<file path="config.mk">
export PLATFORM = sky130hd
export DESIGN_NAME = tach_regif
export DESIGN_NICKNAME = d
export VERILOG_FILES = /design/src/rtl/tach_regif_pkg.sv /design/src/rtl/tach_access_check.sv /design/src/rtl/tach_pending_reg.sv /design/src/rtl/tach_regif.sv
export SDC_FILE = /design/constraint.sdc
export NUM_CORES = 1
export LEC_CHECK = 0
export ABC_AREA = 0
export BUFFER_PORTS_ARGS = -buffer_cell sky130_fd_sc_hd__buf_2
export CORE_MARGIN = 10
export CORE_UTILIZATION = 49
export DETAILED_ROUTE_END_ITERATION = 10
export HOLD_SLACK_MARGIN = 0.06
export PLACE_DENSITY = 0.75
export SLEW_MARGIN = 20
export SYNTH_ARGS = -nofsm -noshare
export SYNTH_HDL_FRONTEND = slang
export SYNTH_SLANG_ARGS = --single-unit
export TNS_END_PERCENT = 1
</file>
<file path="constraint.sdc">
create_clock -name clk_i -period 2.3 [get_ports clk_i]
set_clock_uncertainty 0.1 [all_clocks]
set_input_delay 0.23 -clock clk_i [delete_from_list [all_inputs] [get_ports clk_i]]
set_output_delay 0.23 -clock clk_i [all_outputs]
set_load 0.1 [all_outputs]
</file>
<file path="src/rtl/tach_regif_pkg.sv">
package tach_regif_pkg;
  typedef enum logic [3:0] {
    RID_CNT_A    = 4'd0,
    RID_CAP_A    = 4'd1,
    RID_CAP_B    = 4'd2,
    RID_CNT_B    = 4'd3,
    RID_PRESCALE = 4'd4,
    RID_CLK_CTRL = 4'd5,
    RID_MODE     = 4'd6,
    RID_PEND     = 4'd7,
    RID_CLEAR    = 4'd8,
    RID_IRQ_EN   = 4'd9,
    RID_CMP_A    = 4'd10,
    RID_CMP_B    = 4'd11,
    RID_CMP_CFG  = 4'd12,
    RID_INSEL_A  = 4'd13,
    RID_INSEL_B  = 4'd14,
    RID_NONE     = 4'd15
  } reg_id_e;

  localparam int NREG = 16;
  localparam int NCC  = 4;

  function automatic logic reg_is_half(logic [3:0] id);
    return (id <= 4'(RID_CNT_B)) || (id == 4'(RID_CMP_A)) || (id == 4'(RID_CMP_B));
  endfunction
endpackage

</file>
<file path="src/rtl/tach_access_check.sv">
module tach_access_check
  import tach_regif_pkg::*;
#(
  parameter int AW = 12
) (
  input  logic [AW-1:0] addr_i,
  input  logic          half_i,
  output logic          legal_o,
  output logic [3:0]    idx_o
);
  logic in_window;

  assign idx_o     = addr_i[4:1];
  assign in_window = (addr_i[AW-1:5] == '0) && (addr_i[4:1] != 4'(RID_NONE));
  // aligned and width must match the register's native size
  assign legal_o   = in_window && !addr_i[0] && (half_i == reg_is_half(addr_i[4:1]));
endmodule

</file>
<file path="src/rtl/tach_pending_reg.sv">
module tach_pending_reg #(
  parameter int W = 6
) (
  input  logic         clk_i,
  input  logic         rst_ni,
  input  logic         sw_we_i,
  input  logic [W-1:0] sw_wdata_i,
  input  logic         clr_en_i,
  input  logic [W-1:0] clr_mask_i,
  input  logic [W-1:0] set_i,
  output logic [W-1:0] pnd_o
);
  logic [W-1:0] pnd_q, pnd_d;

  always_comb begin
    pnd_d = sw_we_i ? sw_wdata_i : pnd_q;
    if (clr_en_i) pnd_d = pnd_d & ~clr_mask_i;
    pnd_d = pnd_d | set_i; // hardware set wins
  end

  always_ff @(posedge clk_i or negedge rst_ni) begin
    if (!rst_ni) pnd_q <= '0;
    else         pnd_q <= pnd_d;
  end

  assign pnd_o = pnd_q;

  a_r7_set_wins: assert property (@(posedge clk_i) disable iff (!rst_ni)
    (|set_i) |=> ((pnd_q & $past(set_i)) == $past(set_i)));

  a_r6_clear_drops: assert property (@(posedge clk_i) disable iff (!rst_ni)
    (clr_en_i && !sw_we_i) |=> ((pnd_q & $past(clr_mask_i & ~set_i)) == '0));
endmodule

</file>
<file path="src/rtl/tach_regif.sv">
module tach_regif
  import tach_regif_pkg::*;
#(
  parameter int AW    = 12,
  parameter int DW    = 16,
  parameter int PND_W = 6
) (
  input  logic              clk_i,
  input  logic              rst_ni,
  input  logic              req_valid_i,
  input  logic              req_write_i,
  input  logic              req_half_i,
  input  logic [AW-1:0]     req_addr_i,
  input  logic [DW-1:0]     req_wdata_i,
  output logic              rsp_valid_o,
  output logic              rsp_err_o,
  output logic [DW-1:0]     rsp_rdata_o,
  input  logic [NCC-1:0]    hw_cc_we_i,
  input  logic [NCC*DW-1:0] hw_cc_i,
  input  logic [PND_W-1:0]  hw_pnd_set_i,
  output logic [7:0]        prescale_o,
  output logic [7:0]        clk_ctrl_o,
  output logic [7:0]        mode_o,
  output logic [PND_W-1:0]  irq_en_o,
  output logic [DW-1:0]     cmp_a_o,
  output logic [DW-1:0]     cmp_b_o,
  output logic [7:0]        cmp_cfg_o,
  output logic [7:0]        insel_a_o,
  output logic [7:0]        insel_b_o,
  output logic [PND_W-1:0]  pending_o,
  output logic              reload_o,
  output logic              reeval_o,
  output logic              irq_o
);
  localparam int BW = DW / 2;

  logic            legal;
  logic [3:0]      idx;
  logic            acc_wr, acc_rd;
  logic [NREG-1:0] wr_hit;
  logic [DW-1:0]   rd_arr [NREG];
  logic [PND_W-1:0] pnd;
  logic            is_clk_cfg;

  tach_access_check #(.AW(AW)) u_check (
    .addr_i  (req_addr_i),
    .half_i  (req_half_i),
    .legal_o (legal),
    .idx_o   (idx)
  );

  assign acc_wr     = req_valid_i && req_write_i && legal;
  assign acc_rd     = req_valid_i && !req_write_i && legal;
  assign wr_hit     = acc_wr ? (NREG'(1) << idx) : '0;
  assign is_clk_cfg = (idx == 4'(RID_PRESCALE)) || (idx == 4'(RID_CLK_CTRL));

  tach_pending_reg #(.W(PND_W)) u_pend (
    .clk_i      (clk_i),
    .rst_ni     (rst_ni),
    .sw_we_i    (wr_hit[RID_PEND]),
    .sw_wdata_i (req_wdata_i[PND_W-1:0]),
    .clr_en_i   (wr_hit[RID_CLEAR]),
    .clr_mask_i (req_wdata_i[PND_W-1:0]),
    .set_i      (hw_pnd_set_i),
    .pnd_o      (pnd)
  );

  for (genvar g = 0; g < NREG; g++) begin : g_reg
    if (g < NCC) begin : g_cc
      // counter/capture: retained across reset
      logic [DW-1:0] q;
      always_ff @(posedge clk_i) begin
        if (hw_cc_we_i[g])  q <= hw_cc_i[g*DW +: DW];
        else if (wr_hit[g]) q <= req_wdata_i;
      end
      assign rd_arr[g] = q;
    end else if (g == int'(RID_PEND)) begin : g_pend
      assign rd_arr[g] = DW'(pnd);
    end else if (g == int'(RID_CLEAR) || g == int'(RID_NONE)) begin : g_zero
      assign rd_arr[g] = '0;
    end else begin : g_cfg
      localparam int W = reg_is_half(4'(g)) ? DW : BW;
      logic [W-1:0] q;
      always_ff @(posedge clk_i or negedge rst_ni) begin
        if (!rst_ni)        q <= '0;
        else if (wr_hit[g]) q <= req_wdata_i[W-1:0];
      end
      assign rd_arr[g] = DW'(q);
    end
  end

  always_ff @(posedge clk_i or negedge rst_ni) begin
    if (!rst_ni) begin
      rsp_valid_o <= 1'b0;
      rsp_err_o   <= 1'b0;
      rsp_rdata_o <= '0;
      reload_o    <= 1'b0;
      reeval_o    <= 1'b0;
    end else begin
      rsp_valid_o <= req_valid_i;
      rsp_err_o   <= req_valid_i && !legal;
      rsp_rdata_o <= acc_rd ? rd_arr[idx] : '0;
      reload_o    <= acc_wr && is_clk_cfg;
      reeval_o    <= acc_wr && !is_clk_cfg;
    end
  end

  assign prescale_o = rd_arr[RID_PRESCALE][7:0];
  assign clk_ctrl_o = rd_arr[RID_CLK_CTRL][7:0];
  assign mode_o     = rd_arr[RID_MODE][7:0];
  assign irq_en_o   = rd_arr[RID_IRQ_EN][PND_W-1:0];
  assign cmp_a_o    = rd_arr[RID_CMP_A];
  assign cmp_b_o    = rd_arr[RID_CMP_B];
  assign cmp_cfg_o  = rd_arr[RID_CMP_CFG][7:0];
  assign insel_a_o  = rd_arr[RID_INSEL_A][7:0];
  assign insel_b_o  = rd_arr[RID_INSEL_B][7:0];
  assign pending_o  = pnd;
  assign irq_o      = |(pnd & irq_en_o);

  a_r13_rsp_follows: assert property (@(posedge clk_i) disable iff (!rst_ni)
    req_valid_i |=> rsp_valid_o);

  a_r2_odd_rejected: assert property (@(posedge clk_i) disable iff (!rst_ni)
    (req_valid_i && req_addr_i[0]) |=> rsp_err_o);

  a_r10_no_strobe_on_read: assert property (@(posedge clk_i) disable iff (!rst_ni)
    (req_valid_i && !req_write_i) |=> (!reload_o && !reeval_o));

  a_r9_strobe_exclusive: assert property (@(posedge clk_i) disable iff (!rst_ni)
    !(reload_o && reeval_o));
endmodule

</file>
* After elaboration in Yosys (flattened, before gate mapping)
Index checks and enable logic that the tools add are counted.
Operators by class: order comparisons 2, equal/unequal tests 6, shifts and indexed selects 1, multiplexer cells 15, bitwise gates (word level) 5, reductions and logical operators 23
Operators by type and width (number):
- $mux W16 | 11
- $bmux W16 S4 | 1
- $mux W15 | 1
- $shl A1 B4 Y15 const A | 1
- $and A6 B6 Y6 | 2
- $mux W6 | 2
- $logic_and A1 B1 Y1 | 10
- $eq A4 B3 Y1 const B | 2
- $eq A4 B4 Y1 const B | 2
- $reduce_bool A2 Y1 | 4
- $logic_not A7 Y1 | 1
- $not A6 Y6 | 1
- $or A6 B6 Y6 | 1
- $reduce_or A6 Y1 | 1
- $ge A5 B5 Y1 const B | 1
- $not A4 Y5 | 1
- $le A4 B2 Y1 const B | 1
- $logic_not A1 Y1 | 4
- $ne A4 B4 Y1 const B | 1
- $logic_or A1 B1 Y1 | 3
- $eq A1 B1 Y1 | 1
Storage, ports and cells: flip-flop bits (word level) 178, output and inout port bits 113, word-level logic and storage cells 71

* Longest topological paths before layout
depth in word-level cells 11, mapped depth 8

* Cells and area by module
From an unflattened synthesis, not the netlist that was laid out.
Second synthesis, totals: cells, all modules 594, area total of the unflattened synthesis 8744.6 um^2
Modules (own cells, without submodules):
- tach_regif | instances 1, cells an instance 557, area an instance 8335.5 um^2, sequential area each 4624.4 um^2
- tach_pending_reg | instances 1, cells an instance 25, area an instance 319.1 um^2, sequential area each 150.1 um^2
- tach_access_check | instances 1, cells an instance 12, area an instance 90.1 um^2, sequential area each 0.0 um^2

* Least setup slack after synthesis
OpenSTA, ideal clock, no wires.
path kind input -> register, start input req_addr_i[3], end register g_reg[3].g_cc.q[0] (enable), library setup time 373 ps, arrival time 1794 ps, required time 1827 ps, path slack 33 ps, stages on the path 5, path buffers 1, path through buf_2 -> o21a_1 -> nor4b_4 -> and2_1 -> a41o_1
On the way: word-level cells in the longest chain between the ends 8, elaborated cells between the ends (all ways) 14
Ends and longest elaborated chain:
- start: declaration | line tach_regif.sv:13 | input logic [AW-1:0] req_addr_i,
- $le A4 B2 Y1 or $eq A4 B4 Y1 (tied branches) | line tach_regif_pkg.sv:25 | return (id <= 4'(RID_CNT_B)) || (id == 4'(RID_CMP_A)) || (id == 4'(RID_CMP_B));
- $logic_or A1 B1 Y1 (2 in a row) | line tach_regif_pkg.sv:25
- $eq A1 B1 Y1 | line tach_access_check.sv:16 | assign legal_o = in_window && !addr_i[0] && (half_i == reg_is_half(addr_i[4:1]));
- $logic_and A1 B1 Y1 | line tach_access_check.sv:16
- $logic_and A1 B1 Y1 | line tach_regif.sv:52 | assign acc_wr = req_valid_i && req_write_i && legal;
- $mux W15 (*) | line tach_regif.sv:54 | assign wr_hit = acc_wr ? (NREG'(1) << idx) : '0;
- $reduce_bool A2 Y1 (no line) (*)
- end signal: assignment | line tach_regif.sv:73 | if (hw_cc_we_i[g]) q <= hw_cc_i[g*DW +: DW];
- end signal: assignment | line tach_regif.sv:74 | else if (wr_hit[g]) q <= req_wdata_i;
- end: declaration | line tach_regif.sv:71 | logic [DW-1:0] q;
Mark *: on every way between the ends. The rest lies on a longest branch, timed or not. A chain may end at the register's enable or synchronous reset.

* Final worst setup path
start input req_valid_i, end register g_reg[3].g_cc.q[9] (enable)
On the way: word-level cells in the longest chain between the ends 4
Ends and longest elaborated chain:
- start: declaration | line tach_regif.sv:10 | input logic req_valid_i,
- $logic_and A1 B1 Y1 (2 in a row) | line tach_regif.sv:52
- $mux W15 | line tach_regif.sv:54
- $reduce_bool A2 Y1 (no line)
No other way between the ends.

==> reports/qor.txt <==
Outcome - completed
Fmax - 0.472 GHz
LEAKAGE - 5.53 nW
Initial antenna violation count - 1
#FFs+latches synth - 178
Synthesized area per cell - 14.7 um^2
Cells after Synth - 589
Slew headroom - 0.370
Std-Cell Rows - 48
First-pass GRT wire length - 42.5 mm
Final min period - 2.12 ns
Clock slew at reported path FFs - 0.06 ns
First-pass DRT Iterations - 6
# fillers - 1,220
Htree depth - 4
DRC errors left - 0
Final HPWL DP - 19.4 mm
Post-CTS setup buffer count - 0
Clock Latency Late Sink - 0.43 ns
Cell Area, Synth - 8650 um^2
Power Total - 7.41 mW
DIE AREA - 23,400 um^2
Required @ worst endpoint - 2.34 ns
Seq/Total Area, Yosys - 0.552
CTS tree - built
Vias after detailed routing - 6,554
Vias in the first global route - 7,187
IR drop worst, VDD - 562 uV
Yosys warnings - 0
Final Hold Viols - 0
Gp weighted congestion - 0.944
CP Capture Type - flip-flop
CTS sink cnt - 178
Slew @ Worst Pin - 0.938 ns
Max Root-Sink Buffers - 2
WL/cell - 24.2 um
Post-route cell area - 11,600 um^2
Worst Setup SP - req_valid_i
Die width - 153 um
Vias per inst - 5.78
Post-synth EDFFs - 64
Placed inst area - 10,100 um^2
Crit share post-route - 0.922
All-Layer GR Usage - 0.230
Root Driver - clkbuf_16
R2r startpoint - cmp_a_o[6]
I/O Pins - 220
CP Data Arrival Time - 2.16 ns
Ratio of cells with drive above 1 in the final layout - 0.555
Setup TNS - 0 ns
End point of the critical path - g_reg[3].g_cc.q[9]
Setup CP Type - in -> reg
IO buf count - 219
Power per cell area - 639 nW/um^2
Max_cap viols - 0
WL final - 27.4 mm
R2R cell count - 3
Crit Path Max Fanout - 8
Final core occ - 0.671
Hold depth - 3
Starting Density - 0.500
Post-route ant nets - 0
Grt ovf - 0
Syn Nets - 696
Starting DRT DRC Count - 619
Synthesis-to-finish area growth - 34.1%
Final setup fails - 0
Core Area - 17,300 um^2
Yosys cell types - 50
Async SR Flop Fraction - 0.640
CTS Buf Count - 17
Die Ht - 153 um
Slew Viols, Final - 0
Reg2Reg Capture Point - rsp_rdata_o[6]
RSZ-0062 raised after global routing - false
Flop2flop setup slack - 0.81 ns
HP Class - in -> reg
Largest net degree at the start of global routing - 47
Nets - 1,001
Ys flop type - dfrtp_1
Startpoint Class - input pin
[worst max-delay path: stages]
cell	delay, ns
dlygate4sd3_1	0.54
buf_2	0.20
nand2_1	0.19
nor4b_4	0.30
and2_1	0.24
a41o_1	0.28
buf_4	0.17
[logic make-up (layout without fill, tap and decap cells)]
kind of cell	count (synthesis)	count (layout)	synth area share
compound gates	75	75	0.0558
buf+inv	51	369	0.0279
flops	178	178	0.552
mux	212	212	0.303
other cells	0	1	0
simple gates	73	73	0.0610
[cells in the mapped netlist, drive strengths merged (3+ instances only)]
library cell	number	share of area
or2	7	0.0051
mux4	16	0.042
mux2	180	0.24
o211ai	6	0.0052
nor3	3	0.0030
mux2i	16	0.019
a21oi	21	0.012
a221oi	6	0.0061
edfxtp	64	0.22
a211oi	4	0.0035
nand4	4	0.0043
nor2b	4	0.0029
o21ai	13	0.0075
dfrtp	114	0.33
clkbuf	27	0.012
nand2	11	0.0051
or3	6	0.0043
buf	23	0.016
a22oi	13	0.011
nor2	14	0.0061
nor4	5	0.0085
nand3	6	0.0075
o22ai	6	0.0043
[worst min-delay path by stage]
stage                            to          start  slack [ns]
finish               rsp_rdata_o[7]  req_addr_i[3]        0.12
global route              rsp_err_o  req_addr_i[3]        0.12
CTS                  rsp_rdata_o[7]  req_addr_i[3]        0.09
detailed placement  rsp_rdata_o[12]         rst_ni        0.11
global placement    rsp_rdata_o[12]         rst_ni        0.10
floorplan             clk_ctrl_o[0]         rst_ni       -0.17
[cell usage in the layout (no fill, tap or decap), types with 3 or more instances in the layout]
cell type      instances
a211oi_1               4
a21oi_1               21
a221oi_1               6
a22oi_1               13
buf_12                 6
buf_2                218
buf_4                 32
bufinv_16              3
clkbuf_16             19
dfrtp_1              114
dlygate4sd3_1         80
edfxtp_1              64
inv_6                  3
mux2_2               160
mux2_4                20
mux2i_1               16
mux4_2                16
nand2_1               10
nor2_1                14
nor2b_1                4
o211ai_1               6
o21ai_0               13
o22ai_1                6
or2_2                  5
or3_1                  6
[flip-flops by register name (all words and copies together), names as in the netlist]
name,count
cmp_cfg_o,8
rsp_valid_o,1
prescale_o,8
clk_ctrl_o,8
cmp_a_o,16
insel_a_o,8
insel_b_o,8
g.g_cc.q,64
rsp_rdata_o,16
g.g_cfg.q,8
mode_o,8
reeval_o,1
rsp_err_o,1
cmp_b_o,16
reload_o,1
u_pend.pnd_o,6
[power breakdown]
part	switching, mW	leakage (nW)	internal, mW
clock	1.26	0.314	1.89
sequential	0.0301	2.18	3.42
combinational	0.415	3.03	0.395
total	1.71	5.53	5.70
[area by class of cell]
class	instances	area, um^2	share of cell area
Antenna cell	1	2.50	0.000216
Clock buffer	20	489	0.0422
Clock inverter	12	161	0.0139
Inverter	1	3.75	0.000324
Multi-Input combinational cell	360	3630	0.313
Sequential cell	178	4770	0.412
Tap cell	225	282	0.0243
Timing Repair Buffer	336	2250	0.194
[through the flow]
stage	std cells	setup WS, ns	hold slack (ns)
floorplan	589	0.0330	-0.166
global placement	1020	0.0997	0.101
detailed placement	1020	-0.0176	0.109
CTS	1132	0.209	0.0932
global route	1133	0.111	0.119
finish	1133	0.180	0.116
[metal layers]
layer	track usage	part of all wire
met5	0	0
met4	0.0718	0.020
met3	0.0654	0.083
met2	0.375	0.49
met1	0.290	0.41
[timing repair]
item | in CTS | in global routing
hold endpoints to repair | 126 | 0
resized for setup | 0 | 0
hold buffers | 80 | 0
No activity file was read; power rests on OpenSTA's default activity.
